File: config.mk
export PLATFORM = sky130hd
export DESIGN_NAME = rvd_decode_top
export DESIGN_NICKNAME = d
export VERILOG_FILES = /design/src/rtl/rvd_pkg.sv /design/src/rtl/rvd_classify.sv /design/src/rtl/rvd_ctrl_table.sv /design/src/rtl/rvd_imm_gen.sv /design/src/rtl/rvd_regidx.sv /design/src/rtl/rvd_decode_top.sv
export SDC_FILE = /design/constraint.sdc
export NUM_CORES = 1
export LEC_CHECK = 0
export BUFFER_PORTS_ARGS = -buffer_cell sky130_fd_sc_hd__buf_2
export CAP_MARGIN = 40
export CORE_MARGIN = 10
export CORE_UTILIZATION = 33
export DETAILED_ROUTE_END_ITERATION = 10
export PLACE_DENSITY_LB_ADDON = 0.2
export RECOVER_POWER = 25
export SYNTH_ARGS = -nofsm -noshare
export SYNTH_HDL_FRONTEND = slang
export SYNTH_SLANG_ARGS = --single-unit
File: constraint.sdc
create_clock -name vclk -period 2.6
set_clock_uncertainty 0.1 [all_clocks]
set_input_delay 0.52 -clock vclk [all_inputs]
set_output_delay 0.52 -clock vclk [all_outputs]
set_load 0.01 [all_outputs]
File: src/rtl/rvd_pkg.sv
package rvd_pkg;

    localparam int ILEN      = 32;
    localparam int OPC_W     = 7;
    localparam int RIDX_W    = 5;
    localparam int WB_W      = 2;
    localparam int U_SHIFT   = 12;

    localparam int RD_LSB    = 7;
    localparam int RS1_LSB   = 15;
    localparam int RS2_LSB   = 20;

    typedef logic [ILEN-1:0]   word_t;
    typedef logic [RIDX_W-1:0] ridx_t;

    typedef enum logic [OPC_W-1:0] {
        OPC_REG    = 7'b0110011,
        OPC_IMM    = 7'b0010011,
        OPC_LOAD   = 7'b0000011,
        OPC_STORE  = 7'b0100011,
        OPC_BRANCH = 7'b1100011,
        OPC_LUI    = 7'b0110111,
        OPC_AUIPC  = 7'b0010111,
        OPC_JAL    = 7'b1101111,
        OPC_JALR   = 7'b1100111
    } opcode_e;

    typedef enum logic [3:0] {
        CLS_NONE,
        CLS_REG,
        CLS_IMM,
        CLS_LOAD,
        CLS_STORE,
        CLS_BRANCH,
        CLS_LUI,
        CLS_AUIPC,
        CLS_JAL,
        CLS_JALR
    } iclass_e;

    typedef enum logic [WB_W-1:0] {
        WB_ALU  = 2'b00,
        WB_MEM  = 2'b01,
        WB_LINK = 2'b10
    } wb_sel_e;

    typedef enum logic {
        OP1_RS1 = 1'b0,
        OP1_PC  = 1'b1
    } op1_sel_e;

    typedef enum logic {
        OP2_RS2 = 1'b0,
        OP2_IMM = 1'b1
    } op2_sel_e;

    typedef enum logic [2:0] {
        FMT_NONE,
        FMT_I,
        FMT_S,
        FMT_B,
        FMT_U,
        FMT_J
    } imm_fmt_e;

    typedef struct packed {
        op1_sel_e op1;
        op2_sel_e op2;
        logic     mem_rd;
        logic     mem_wr;
        logic     rf_wr;
        wb_sel_e  wb;
        imm_fmt_e fmt;
        logic     use_rs1;
        logic     use_rs2;
        logic     branch;
        logic     jump;
        logic     tgt_rs1;
    } ctrl_t;

    localparam ctrl_t CTRL_NOP = '{
        op1:     OP1_RS1,
        op2:     OP2_RS2,
        mem_rd:  1'b0,
        mem_wr:  1'b0,
        rf_wr:   1'b0,
        wb:      WB_ALU,
        fmt:     FMT_NONE,
        use_rs1: 1'b0,
        use_rs2: 1'b0,
        branch:  1'b0,
        jump:    1'b0,
        tgt_rs1: 1'b0
    };

    function automatic word_t sext_imm_i(input word_t w);
        return {{(ILEN-12){w[31]}}, w[31:20]};
    endfunction

    function automatic word_t sext_imm_s(input word_t w);
        return {{(ILEN-12){w[31]}}, w[31:25], w[11:7]};
    endfunction

    function automatic word_t sext_imm_b(input word_t w);
        return {{(ILEN-13){w[31]}}, w[31], w[7], w[30:25], w[11:8], 1'b0};
    endfunction

    function automatic word_t sext_imm_u(input word_t w);
        return {w[31:U_SHIFT], {U_SHIFT{1'b0}}};
    endfunction

    function automatic word_t sext_imm_j(input word_t w);
        return {{(ILEN-21){w[31]}}, w[31], w[19:12], w[20], w[30:21], 1'b0};
    endfunction

    function automatic ridx_t field_idx(input word_t w, input int lsb);
        return w[lsb +: RIDX_W];
    endfunction

endpackage

File: src/rtl/rvd_classify.sv
module rvd_classify
    import rvd_pkg::*;
(
    input  logic [ILEN-1:0] instr_i,
    output iclass_e         cls_o
);

    logic [OPC_W-1:0] opc;
    assign opc = instr_i[OPC_W-1:0];

    always_comb begin
        cls_o = CLS_NONE;
        unique case (opc)
            OPC_REG:    cls_o = CLS_REG;
            OPC_IMM:    cls_o = CLS_IMM;
            OPC_LOAD:   cls_o = CLS_LOAD;
            OPC_STORE:  cls_o = CLS_STORE;
            OPC_BRANCH: cls_o = CLS_BRANCH;
            OPC_LUI:    cls_o = CLS_LUI;
            OPC_AUIPC:  cls_o = CLS_AUIPC;
            OPC_JAL:    cls_o = CLS_JAL;
            OPC_JALR:   cls_o = CLS_JALR;
            default:    cls_o = CLS_NONE;
        endcase
    end

endmodule

File: src/rtl/rvd_ctrl_table.sv
module rvd_ctrl_table
    import rvd_pkg::*;
(
    input  iclass_e cls_i,
    output ctrl_t   ctrl_o
);

    always_comb begin
        ctrl_o = CTRL_NOP;
        case (cls_i)
            CLS_REG: begin
                ctrl_o.rf_wr   = 1'b1;
                ctrl_o.use_rs1 = 1'b1;
                ctrl_o.use_rs2 = 1'b1;
            end
            CLS_IMM: begin
                ctrl_o.op2     = OP2_IMM;
                ctrl_o.rf_wr   = 1'b1;
                ctrl_o.fmt     = FMT_I;
                ctrl_o.use_rs1 = 1'b1;
            end
            CLS_LOAD: begin
                ctrl_o.op2     = OP2_IMM;
                ctrl_o.mem_rd  = 1'b1;
                ctrl_o.rf_wr   = 1'b1;
                ctrl_o.wb      = WB_MEM;
                ctrl_o.fmt     = FMT_I;
                ctrl_o.use_rs1 = 1'b1;
            end
            CLS_STORE: begin
                ctrl_o.op2     = OP2_IMM;
                ctrl_o.mem_wr  = 1'b1;
                ctrl_o.fmt     = FMT_S;
                ctrl_o.use_rs1 = 1'b1;
                ctrl_o.use_rs2 = 1'b1;
            end
            CLS_BRANCH: begin
                ctrl_o.fmt     = FMT_B;
                ctrl_o.use_rs1 = 1'b1;
                ctrl_o.use_rs2 = 1'b1;
                ctrl_o.branch  = 1'b1;
            end
            CLS_LUI: begin
                // operand 1 reads index 0, which is the hard-wired zero register
                ctrl_o.op2     = OP2_IMM;
                ctrl_o.rf_wr   = 1'b1;
                ctrl_o.fmt     = FMT_U;
            end
            CLS_AUIPC: begin
                ctrl_o.op1     = OP1_PC;
                ctrl_o.op2     = OP2_IMM;
                ctrl_o.rf_wr   = 1'b1;
                ctrl_o.fmt     = FMT_U;
            end
            CLS_JAL: begin
                ctrl_o.op1     = OP1_PC;
                ctrl_o.op2     = OP2_IMM;
                ctrl_o.rf_wr   = 1'b1;
                ctrl_o.wb      = WB_LINK;
                ctrl_o.fmt     = FMT_J;
                ctrl_o.jump    = 1'b1;
            end
            CLS_JALR: begin
                ctrl_o.op2     = OP2_IMM;
                ctrl_o.rf_wr   = 1'b1;
                ctrl_o.wb      = WB_LINK;
                ctrl_o.fmt     = FMT_I;
                ctrl_o.use_rs1 = 1'b1;
                ctrl_o.jump    = 1'b1;
                ctrl_o.tgt_rs1 = 1'b1;
            end
            default: ctrl_o = CTRL_NOP;
        endcase
    end

endmodule

File: src/rtl/rvd_imm_gen.sv
module rvd_imm_gen
    import rvd_pkg::*;
(
    input  logic [ILEN-1:0] instr_i,
    input  imm_fmt_e        fmt_i,
    output logic [ILEN-1:0] imm_o
);

    localparam int NFMT = 6;

    word_t cand [NFMT];

    // one candidate per format, selected by the decoded format code
    for (genvar f = 0; f < NFMT; f++) begin : g_fmt
        if (f == int'(FMT_I)) begin : g_i
            assign cand[f] = sext_imm_i(instr_i);
        end else if (f == int'(FMT_S)) begin : g_s
            assign cand[f] = sext_imm_s(instr_i);
        end else if (f == int'(FMT_B)) begin : g_b
            assign cand[f] = sext_imm_b(instr_i);
        end else if (f == int'(FMT_U)) begin : g_u
            assign cand[f] = sext_imm_u(instr_i);
        end else if (f == int'(FMT_J)) begin : g_j
            assign cand[f] = sext_imm_j(instr_i);
        end else begin : g_none
            assign cand[f] = '0;
        end
    end

    always_comb begin
        imm_o = '0;
        if (int'(fmt_i) < NFMT) begin
            imm_o = cand[int'(fmt_i)];
        end
    end

    always_comb begin
        AST_IMM_SIGN: assert ((fmt_i == FMT_NONE) || (imm_o[ILEN-1] == instr_i[ILEN-1]))
            else $error("immediate sign differs from instruction bit 31");
    end

endmodule

File: src/rtl/rvd_regidx.sv
module rvd_regidx
    import rvd_pkg::*;
(
    input  logic [ILEN-1:0]   instr_i,
    input  ctrl_t             ctrl_i,
    output logic [RIDX_W-1:0] rs1_o,
    output logic [RIDX_W-1:0] rs2_o,
    output logic [RIDX_W-1:0] rd_o
);

    assign rs1_o = ctrl_i.use_rs1 ? field_idx(instr_i, RS1_LSB) : '0;
    assign rs2_o = ctrl_i.use_rs2 ? field_idx(instr_i, RS2_LSB) : '0;
    assign rd_o  = ctrl_i.rf_wr   ? field_idx(instr_i, RD_LSB)  : '0;

endmodule

File: src/rtl/rvd_decode_top.sv
module rvd_decode_top
    import rvd_pkg::*;
(
    input  logic [31:0] instr_i,
    output logic        op1_pc_o,
    output logic        op2_imm_o,
    output logic        mem_rd_o,
    output logic        mem_wr_o,
    output logic        rf_wr_o,
    output logic [1:0]  wb_sel_o,
    output logic [4:0]  rs1_o,
    output logic [4:0]  rs2_o,
    output logic [4:0]  rd_o,
    output logic [31:0] imm_o,
    output logic        branch_o,
    output logic        jump_o,
    output logic        tgt_rs1_o
);

    iclass_e cls;
    ctrl_t   ctrl;

    rvd_classify u_classify (
        .instr_i (instr_i),
        .cls_o   (cls)
    );

    rvd_ctrl_table u_ctrl (
        .cls_i  (cls),
        .ctrl_o (ctrl)
    );

    rvd_imm_gen u_imm (
        .instr_i (instr_i),
        .fmt_i   (ctrl.fmt),
        .imm_o   (imm_o)
    );

    rvd_regidx u_idx (
        .instr_i (instr_i),
        .ctrl_i  (ctrl),
        .rs1_o   (rs1_o),
        .rs2_o   (rs2_o),
        .rd_o    (rd_o)
    );

    assign op1_pc_o  = (ctrl.op1 == OP1_PC);
    assign op2_imm_o = (ctrl.op2 == OP2_IMM);
    assign mem_rd_o  = ctrl.mem_rd;
    assign mem_wr_o  = ctrl.mem_wr;
    assign rf_wr_o   = ctrl.rf_wr;
    assign wb_sel_o  = ctrl.wb;
    assign branch_o  = ctrl.branch;
    assign jump_o    = ctrl.jump;
    assign tgt_rs1_o = ctrl.tgt_rs1;

    always_comb begin
        AST_MEM_EXCL: assert (!(mem_rd_o && mem_wr_o))
            else $error("read and write enables both high");
        AST_STORE_NO_RF: assert (!mem_wr_o || !rf_wr_o)
            else $error("store writes register file");
        AST_LOAD_WB_MEM: assert (!mem_rd_o || (rf_wr_o && wb_sel_o == 2'b01))
            else $error("load does not write back memory data");
        AST_WB_LEGAL: assert (wb_sel_o != 2'b11)
            else $error("reserved write-back code");
        AST_LINK_JUMP: assert ((wb_sel_o != 2'b10) || jump_o)
            else $error("link write-back without jump");
        AST_EVEN_OFFSET: assert (!(branch_o || (jump_o && !tgt_rs1_o)) || !imm_o[0])
            else $error("branch or jal offset is odd");
        AST_RD_ZERO: assert (rf_wr_o || rd_o == '0)
            else $error("destination index without write");
        AST_TGT_JUMP: assert (!tgt_rs1_o || (jump_o && !op1_pc_o))
            else $error("rs1 target base outside jalr");
        AST_NOT_BOTH_FLOW: assert (!(branch_o && jump_o))
            else $error("branch and jump both flagged");
    end

endmodule

=== After elaboration in Yosys (flattened, before gate mapping) ===
Cells that the tools add are included.

* Register bits after elaboration: 0
* Input bits: 32
* Word-level logic and storage cells: 49
* Output and inout bits: 57

* Eq/ne operators: 18
* Reductions and logical operators: 8
* Bitwise gates (word level): 1
* Magnitude comparators: 2
* Multiplexer cells: 20

{| class="wikitable"
|+ Operators with widths
! kind !! count
|-
| 32-bit binary-select mux with 3-bit select || 1
|-
| 32-bit two-way mux || 3
|-
| 4-bit one-hot mux with 9 select lines || 1
|-
| 32-bit by 4-bit >= comparator with 1-bit output (second input constant) || 1
|-
| 3-bit inverter with 32-bit output || 1
|-
| 7-bit by 6-bit equality test with 1-bit output (second input constant) || 3
|-
| 7-bit equality test (second input constant) || 3
|-
| 4-bit by 3-bit equality test with 1-bit output (second input constant) || 4
|-
| 5-bit two-way mux || 3
|-
| 3-bit one-hot mux with 5 select lines || 1
|-
| 7-bit by 5-bit equality test with 1-bit output (second input constant) || 2
|-
| 7-bit OR reduction || 2
|-
| 1-bit two-way mux || 10
|-
| 4-bit by 2-bit equality test with 1-bit output (second input constant) || 2
|-
| 4-bit equality test (second input constant) || 2
|-
| 7-bit by 2-bit equality test with 1-bit output (second input constant) || 1
|-
| 2-bit OR reduction || 3
|-
| 3-bit OR reduction || 2
|-
| 6-bit OR reduction || 1
|-
| 4-bit by 1-bit equality test with 1-bit output (second input constant) || 1
|-
| 2-bit one-hot mux with 2 select lines || 1
|-
| 3-bit < comparator (second input constant) || 1
|}

=== Logic depth before layout (Yosys ltp) ===
Gate-level depths: netlist of the first run.

* Depth after elaboration: 10
* Mapped depth: 6
* Mapped depth without buffers: 4

=== Cells and area by module ===
From an unflattened synthesis of the first run, not the netlist that was laid out.

* Cell total of the unflattened synthesis: 113
* Area total of the unflattened synthesis: 749.5 µm²

{| class="wikitable"
|+ Modules (own cells, without submodules)
! module !! seq. area each (µm²) !! cells an instance !! instances !! area an instance (µm²)
|-
| rvd_imm_gen || 0.0 || 56 || 1 || 400.4
|-
| rvd_ctrl_table || 0.0 || 28 || 1 || 171.4
|-
| rvd_regidx || 0.0 || 15 || 1 || 93.8
|-
| rvd_classify || 0.0 || 14 || 1 || 83.8
|}

=== Worst setup path before layout of the first run ===
Ideal clock, no wire load.

* Path type: input -> output
* Start: in instr_i[3]
* End: out imm_o[0]
* Path buffers: 1
* Arrival: 1.743 ns
* Stages: 5
* Path slack: 0.237 ns
* Data required time: 1.980 ns
* Cell sequence: buf_2 > nand4bb_1 > nor3_1 > a22oi_1 > nor2_1

* Longest elaborated chain between the ends: 10
* Elaborated cells on any way between the ends: 27
* Those cells by class: order compare: 1; eq/ne: 17; mux: 6; bitwise: 1; reduce/logical: 2

{| class="wikitable"
|+ Ends and longest elaborated chain
! element !! RTL line !! text
|-
| from (decl) || rvd_decode_top.sv:4 || <nowiki>input logic [31:0] instr_i,</nowiki>
|-
| 7-bit equality test (tied with other cells) || rvd_classify.sv:13 || <nowiki>unique case (opc)</nowiki>
|-
| 4-bit one-hot mux with 9 select lines * || rvd_classify.sv:13 ||
|-
| 4-bit by 2-bit equality test with 1-bit output (tied with other cells) || rvd_ctrl_table.sv:10 || <nowiki>case (cls_i)</nowiki>
|-
| 3-bit OR reduction (no line) or 2-bit OR reduction (tied branches) || -- ||
|-
| 3-bit one-hot mux with 5 select lines * || rvd_ctrl_table.sv:10 ||
|-
| 3-bit inverter with 32-bit output (implied by the code) || rvd_imm_gen.sv:33 || <nowiki>imm_o = cand[int'(fmt_i)];</nowiki>
|-
| 32-bit binary-select mux with 3-bit select || rvd_imm_gen.sv:33 ||
|-
| 32-bit two-way mux (implied by the code) (2 in series) || rvd_imm_gen.sv:33 ||
|-
| 32-bit two-way mux * || rvd_imm_gen.sv:32 || <nowiki>if (int'(fmt_i) < NFMT) begin</nowiki>
|-
| to (decl) || rvd_decode_top.sv:14 || <nowiki>output logic [31:0] imm_o,</nowiki>
|}

Every way passes the cells marked *; elsewhere a longest branch is shown, timed or not. The select of a mux whose other input is x is not followed.

=== Worst setup path after layout of the first run ===
* Start: in instr_i[5]
* End: out imm_o[14]

The elaborated chain is that of the path after synthesis.

==> results of run 1 <==
-- final cells by class --
class,instances,area [µm²]
fill,214,831
inverter,3,11.3
multi-input combinational,93,622
tap,27,33.8
timing repair buffer,93,464
-- stage by stage --
step           instances  power [mW]  utilization  setup slack [ns]
2_1_floorplan        104      0.0587            -             0.237
3_3_place_gp         216       0.108        0.578             0.170
3_5_place_dp         216       0.109        0.578             0.127
4_1_cts              216       0.109        0.578             0.131
5_1_grt              216       0.123        0.577           0.00796
6_report             216       0.110        0.577             0.137
-- report_power, final --
group	switching, mW	leakage [nW]	total, mW	internal (mW)
clock	0	0	0	0
sequential	0	0	0	0
combinational	0.0614	0.802	0.110	0.0488
total	0.0614	0.802	0.110	0.0488
-- per-layer routing --
layer / GRT usage / vias up / part of all wire
li1: - / 544 / -
met1: 0.149 / 475 / 0.38
met2: 0.259 / 62 / 0.48
met3: 0.0610 / 0 / 0.14
met4: 0.00267 / 0 / 0
met5: 0 / - / 0
-- cells in the final DEF, fill, tap and decap left out, drive strengths merged --
cell	netlist	routed
a211oi	4	4
a21o	16	16
a21oi	4	4
a22o	4	4
a22oi	2	2
a32oi	1	1
and2	21	21
and3	3	3
and3b	1	1
buf	7	84
clkbuf	1	9
inv	3	3
mux2	1	1
nand2	5	5
nand2b	4	4
nand3	4	4
nand3b	1	1
nand4bb	1	1
nor2	10	10
nor2b	1	1
nor3	3	3
nor4	1	1
o21ai	3	3
o32ai	1	1
or2	1	1
or3	1	1
-- critical path, delay by kind of cell --
kind / cells / cell delay, ns
AO/OA/AOI/OAI: 2 / 0.31
buffers and inverters: 2 / 0.30
multiplexers: 1 / 0.35
AND/OR/NAND/NOR: 1 / 0.36
-- kinds of logic (layout without fill, tap and decap cells) --
group / after synthesis / after routing
simple gates: 57 / 57
compound gates: 35 / 35
buf+inv: 11 / 96
mux: 1 / 1
-- worst max path at each step --
| stage | from | to | depth (start not counted) |
|---|---|---|---|
| 3_5_place_dp | instr_i[3] | imm_o[0] | 6 |
| 2_1_floorplan | instr_i[3] | imm_o[0] | 5 |
| 3_3_place_gp | instr_i[3] | imm_o[0] | 6 |
| 6_report | instr_i[5] | imm_o[14] | 6 |
| 4_1_cts | instr_i[3] | imm_o[0] | 6 |
| 5_1_grt | instr_i[3] | imm_o[0] | 6 |
-- timing repair --
item | 4_1_cts | 5_1_grt
gates resized for setup | 0 | 1
hold endpoints to repair | 0 | 0
endpoints found under the setup margin | 0 | 1
==> reports/metrics.cfg, run 1 <==
[logic_synthesis]
postSynthCellCount=104
synth_top_area_frac=0.194
synthTopCellsByCount=21 x and2_1, 16 x a21o_1, 10 x nor2_1
synth_top_area_cell=and2_1
synth_fa_ha_area_frac=0
yosysMostFrequentCell=and2_1
syn-cell-area_um2=678
synth_xor_area_frac=0
ys_warn_count=0
ys_seq_area_frac=0
synth_mux_area_frac=0.0221
synth.area.top_cells=and2_1 19%, a21o_1 18%, nor2_1 5.5%
post_synth.cell_area_avg_um2=6.52
synth_top_family_by_area=simple AND/OR/NAND/NOR gates
synthSimpleGateAreaFrac=0.474
synth_compound_area_frac=0.410
ys_types=30
syn_nets=136

[run]
maxCapViolCount=0

[clocking]
post_cts_buffers=0
ctsHoldBuffers=0

[min_path]
hold_path.class=in2out
worstHoldStart=instr_i[12]
holdPathEnd=imm_o[12]
hold_depth=3

[detailed_routing]
drtIter0Drc=34
route.detailed.drc=0
vias_per_cell=5.00
wl_per_cell_um=15.0
drtAntennaViolNets=0
vias=1081
first_pass_iters=4
postRouteWirelength_um=3250

[timing]
setup_viol=0
rsz0062_at_grt=false
fmax_ghz=0.406
finalCriticalPeriod_ns=2.46
timing.hold.ws_ns=1.22
maxSlewViolCount=0
slew-limit-headroom=0.692
worstMarginPinSlew_ns=0.461
hold_viol_final=0
period_share=0.947
setup-tns-final_ns=0

[setup_path]
arrival_ns=1.84
crit_chain=buf_2, mux2_4, a211oi_4, and3_1, a21o_1, buf_2
critPathCaptureType=output port
cp.required_ns=1.98
cpMostUsedCell=buf_2
cp_max_fo=8
critical-path-max-stage-delay_ns=0.36
worst_setup_path_start_kind=input port
worstSetupPathType=in2out
crit_slowest_cell=and3_1

[floorplanning]
die_w_um=65.3
io_pins=89
die-area_um2=4270
initial_core_util=0.346
core-area_um2=1960
chipHeight_um=65.3
rows=16

[power_and_ir_drop]
leakage_nw=0.802
cellPowerDensity_nw_per_um2=97.4
peakVddDrop_mv=0.0552

[cells_and_area]
finalNetCount=223
seq_cell_count=0
regArea_um2=0
stdcell_area_um2=1130
drive_gt1_frac=0.471
diodes=0
area_growth_pct=66.8
n_clock_buffer=0

[global_route]
gr-total-overflow=0
grt_pass1_wl_um=5180
grt_pass1_vias=1099
grt_max_degree=11
grt_usage=0.139
antenna_found_initial=0

[placement]
placed_cell_area_um2=1130
place_congestion=0.882
dp_hpwl_um=2850
portBuffers=89

[run_status]
status=complete, no violations

(Power assumes the default switching activity.)
==> run 2: changes to the inputs <==
- CORE_UTILIZATION: 33 -> 31
==> run 2 against run 1 <==
Combinational power barely moved; core utilization fell by 0.23 points; final cell count rose by 0.93%; maximum frequency fell by 1.6%; setup slack got worse by 0.041 ns; clock-buffer cell count did not move; sequential cell count did not move; highest routed layer is now met4; first-iteration DRC count rose by 110%; sequential share of layout area did not move; worst hold slack got worse by 0.0020 ns; wire length rose by 7.2%; via count rose by 1.8%.
==> reports/metrics.cfg, run 2 (synthesis results as in run 1) <==
[setup_path]
cp.required_ns=1.98  ; about the same
cp_max_fo=9  ; +1
arrival_ns=1.88  ; +0.04 ns
critPathCaptureType=output port
crit_path_start=instr_i[3]
worstSetupPathType=in2out
worst_setup_path_start_kind=input port

[cells_and_area]
finalNetCount=225  ; +0.90%
n_clock_buffer=0  ; unchanged
drive_gt1_frac=0.492  ; +0.0212
post-route-util=0.574  ; -0.00227
stdcell_area_um2=1160  ; +2.7%
diodes=0  ; unchanged
final_cell_mix=81 x buf_2, 21 x and2_1, 16 x a21o_1, 10 x nor2_1, 8 x clkbuf_1
fillCellCount=214  ; unchanged
layout_commonest_cell=buf_2
regArea_um2=0  ; unchanged
seq_cell_count=0  ; unchanged
area_growth_pct=71.2

[power_and_ir_drop]
cellPowerDensity_nw_per_um2=97.1  ; -0.38%
leakage_nw=0.819  ; +2.1%
finalPower_mw=0.113  ; +2.3%
peakVddDrop_mv=0.0575  ; +4.2%

[timing]
slew-limit-headroom=0.664  ; -0.0284
worstMarginPinSlew_ns=0.501  ; +0.0396 ns
setup-tns-final_ns=0  ; unchanged
setup_viol=0  ; unchanged
rsz0062_at_grt=false
fmax_ghz=0.399  ; -1.6%
maxSlewViolCount=0  ; unchanged
period_share=0.963  ; +0.0157
finalCriticalPeriod_ns=2.50  ; +0.0408 ns
hold_viol_final=0  ; unchanged

[floorplanning]
io_pins=89  ; unchanged
core-area_um2=2020  ; +3.1%
chipHeight_um=66.8  ; +2.2%
die_w_um=66.8  ; +2.2%
die-area_um2=4460  ; +4.5%
initial_core_util=0.335  ; -0.0103
rows=16  ; unchanged

[global_route]
grt_pass1_wl_um=5220  ; +0.81%
grt_usage=0.138  ; -0.00131
gr-total-overflow=0  ; unchanged
antenna_found_initial=0  ; unchanged
grt_max_degree=11  ; unchanged
grt_pass1_vias=1057  ; -3.8%

[min_path]
hold_path.class=in2out
holdPathEnd=imm_o[12]
hold_depth=3  ; unchanged
worstHoldStart=instr_i[12]

[placement]
placed_cell_area_um2=1130  ; unchanged
portBuffers=89  ; unchanged
place_congestion=0.819  ; -7.1%
dp_hpwl_um=3090  ; +8.2%

[detailed_routing]
wl_met3_um=438  ; -1.6%
drtAntennaViolNets=0  ; unchanged
first_pass_iters=4  ; unchanged
vias=1100  ; +1.8%
route.detailed.drc=0  ; unchanged
postRouteWirelength_um=3480  ; +7.2%
drtIter0Drc=70  ; +110%
met2_length_um=1830  ; +17%
vias_per_cell=5.05  ; +0.82%
top_layer_used=met4
wl_per_cell_um=16.0  ; +6.2%
wl_met1_um=1200  ; -3.7%

[run]
maxCapViolCount=0  ; unchanged

[run_status]
status=complete, no violations

## run 2: changes by cell type in the layout (fill, tap and decap cells not counted), sizes merged
cell / previous run / this run
buf: 84 / 87
clkbuf: 9 / 8
## run 2: metrics by stage
| step | hold slack [ns] | std cells | setup WS [ns] |
|---|---|---|---|
| 4_1_cts | 1.23 | 216 | 0.0590 |
| 3_5_place_dp | 1.22 | 216 | 0.0648 |
| 6_report | 1.22 | 218 | 0.0961 |
| 5_1_grt | 1.24 | 218 | 0.0167 |
| 2_1_floorplan | 1.07 | 104 | 0.237 |
| 3_3_place_gp | 1.22 | 216 | 0.0962 |
## run 2: cell type report
class	count	area, µm²	share of cell area
repair buffers	95	480	0.414
well taps	27	33.8	0.0291
inverters	3	11.3	0.00970
multi-input cells	93	636	0.547
## run 2: metal layers
layer | track usage | up-vias
met2 | 0.282 | 50
met4 | 0.0105 | 0
met5 | 0 | -
met1 | 0.135 | 503
li1 | - | 545
met3 | 0.0401 | 2
## run 2: worst max-delay path by stage
| stage | to |
|---|---|
| 3_3_place_gp | imm_o[0] |
| 4_1_cts | imm_o[0] |
| 5_1_grt | imm_o[22] |
| 3_5_place_dp | imm_o[0] |
| 2_1_floorplan | imm_o[0] |
| 6_report | imm_o[4] |
## run 2: critical path: stages
cell and delay (ns):
buf_2 0.15, nand4bb_2 0.38, o32ai_4 0.40, buf_4 0.18
a22o_1 0.12, buf_2 0.13
## run 2: what timing repair did
item,CTS,global route
hold buffers,0,0
endpoints found under the setup margin,0,6
resized for setup,0,3
setup buffers,0,2
## run 2: power by group
| part | switching, mW | internal [mW] |
|---|---|---|
| sequential | 0 | 0 |
| combinational | 0.0627 | 0.0500 |
| clock | 0 | 0 |
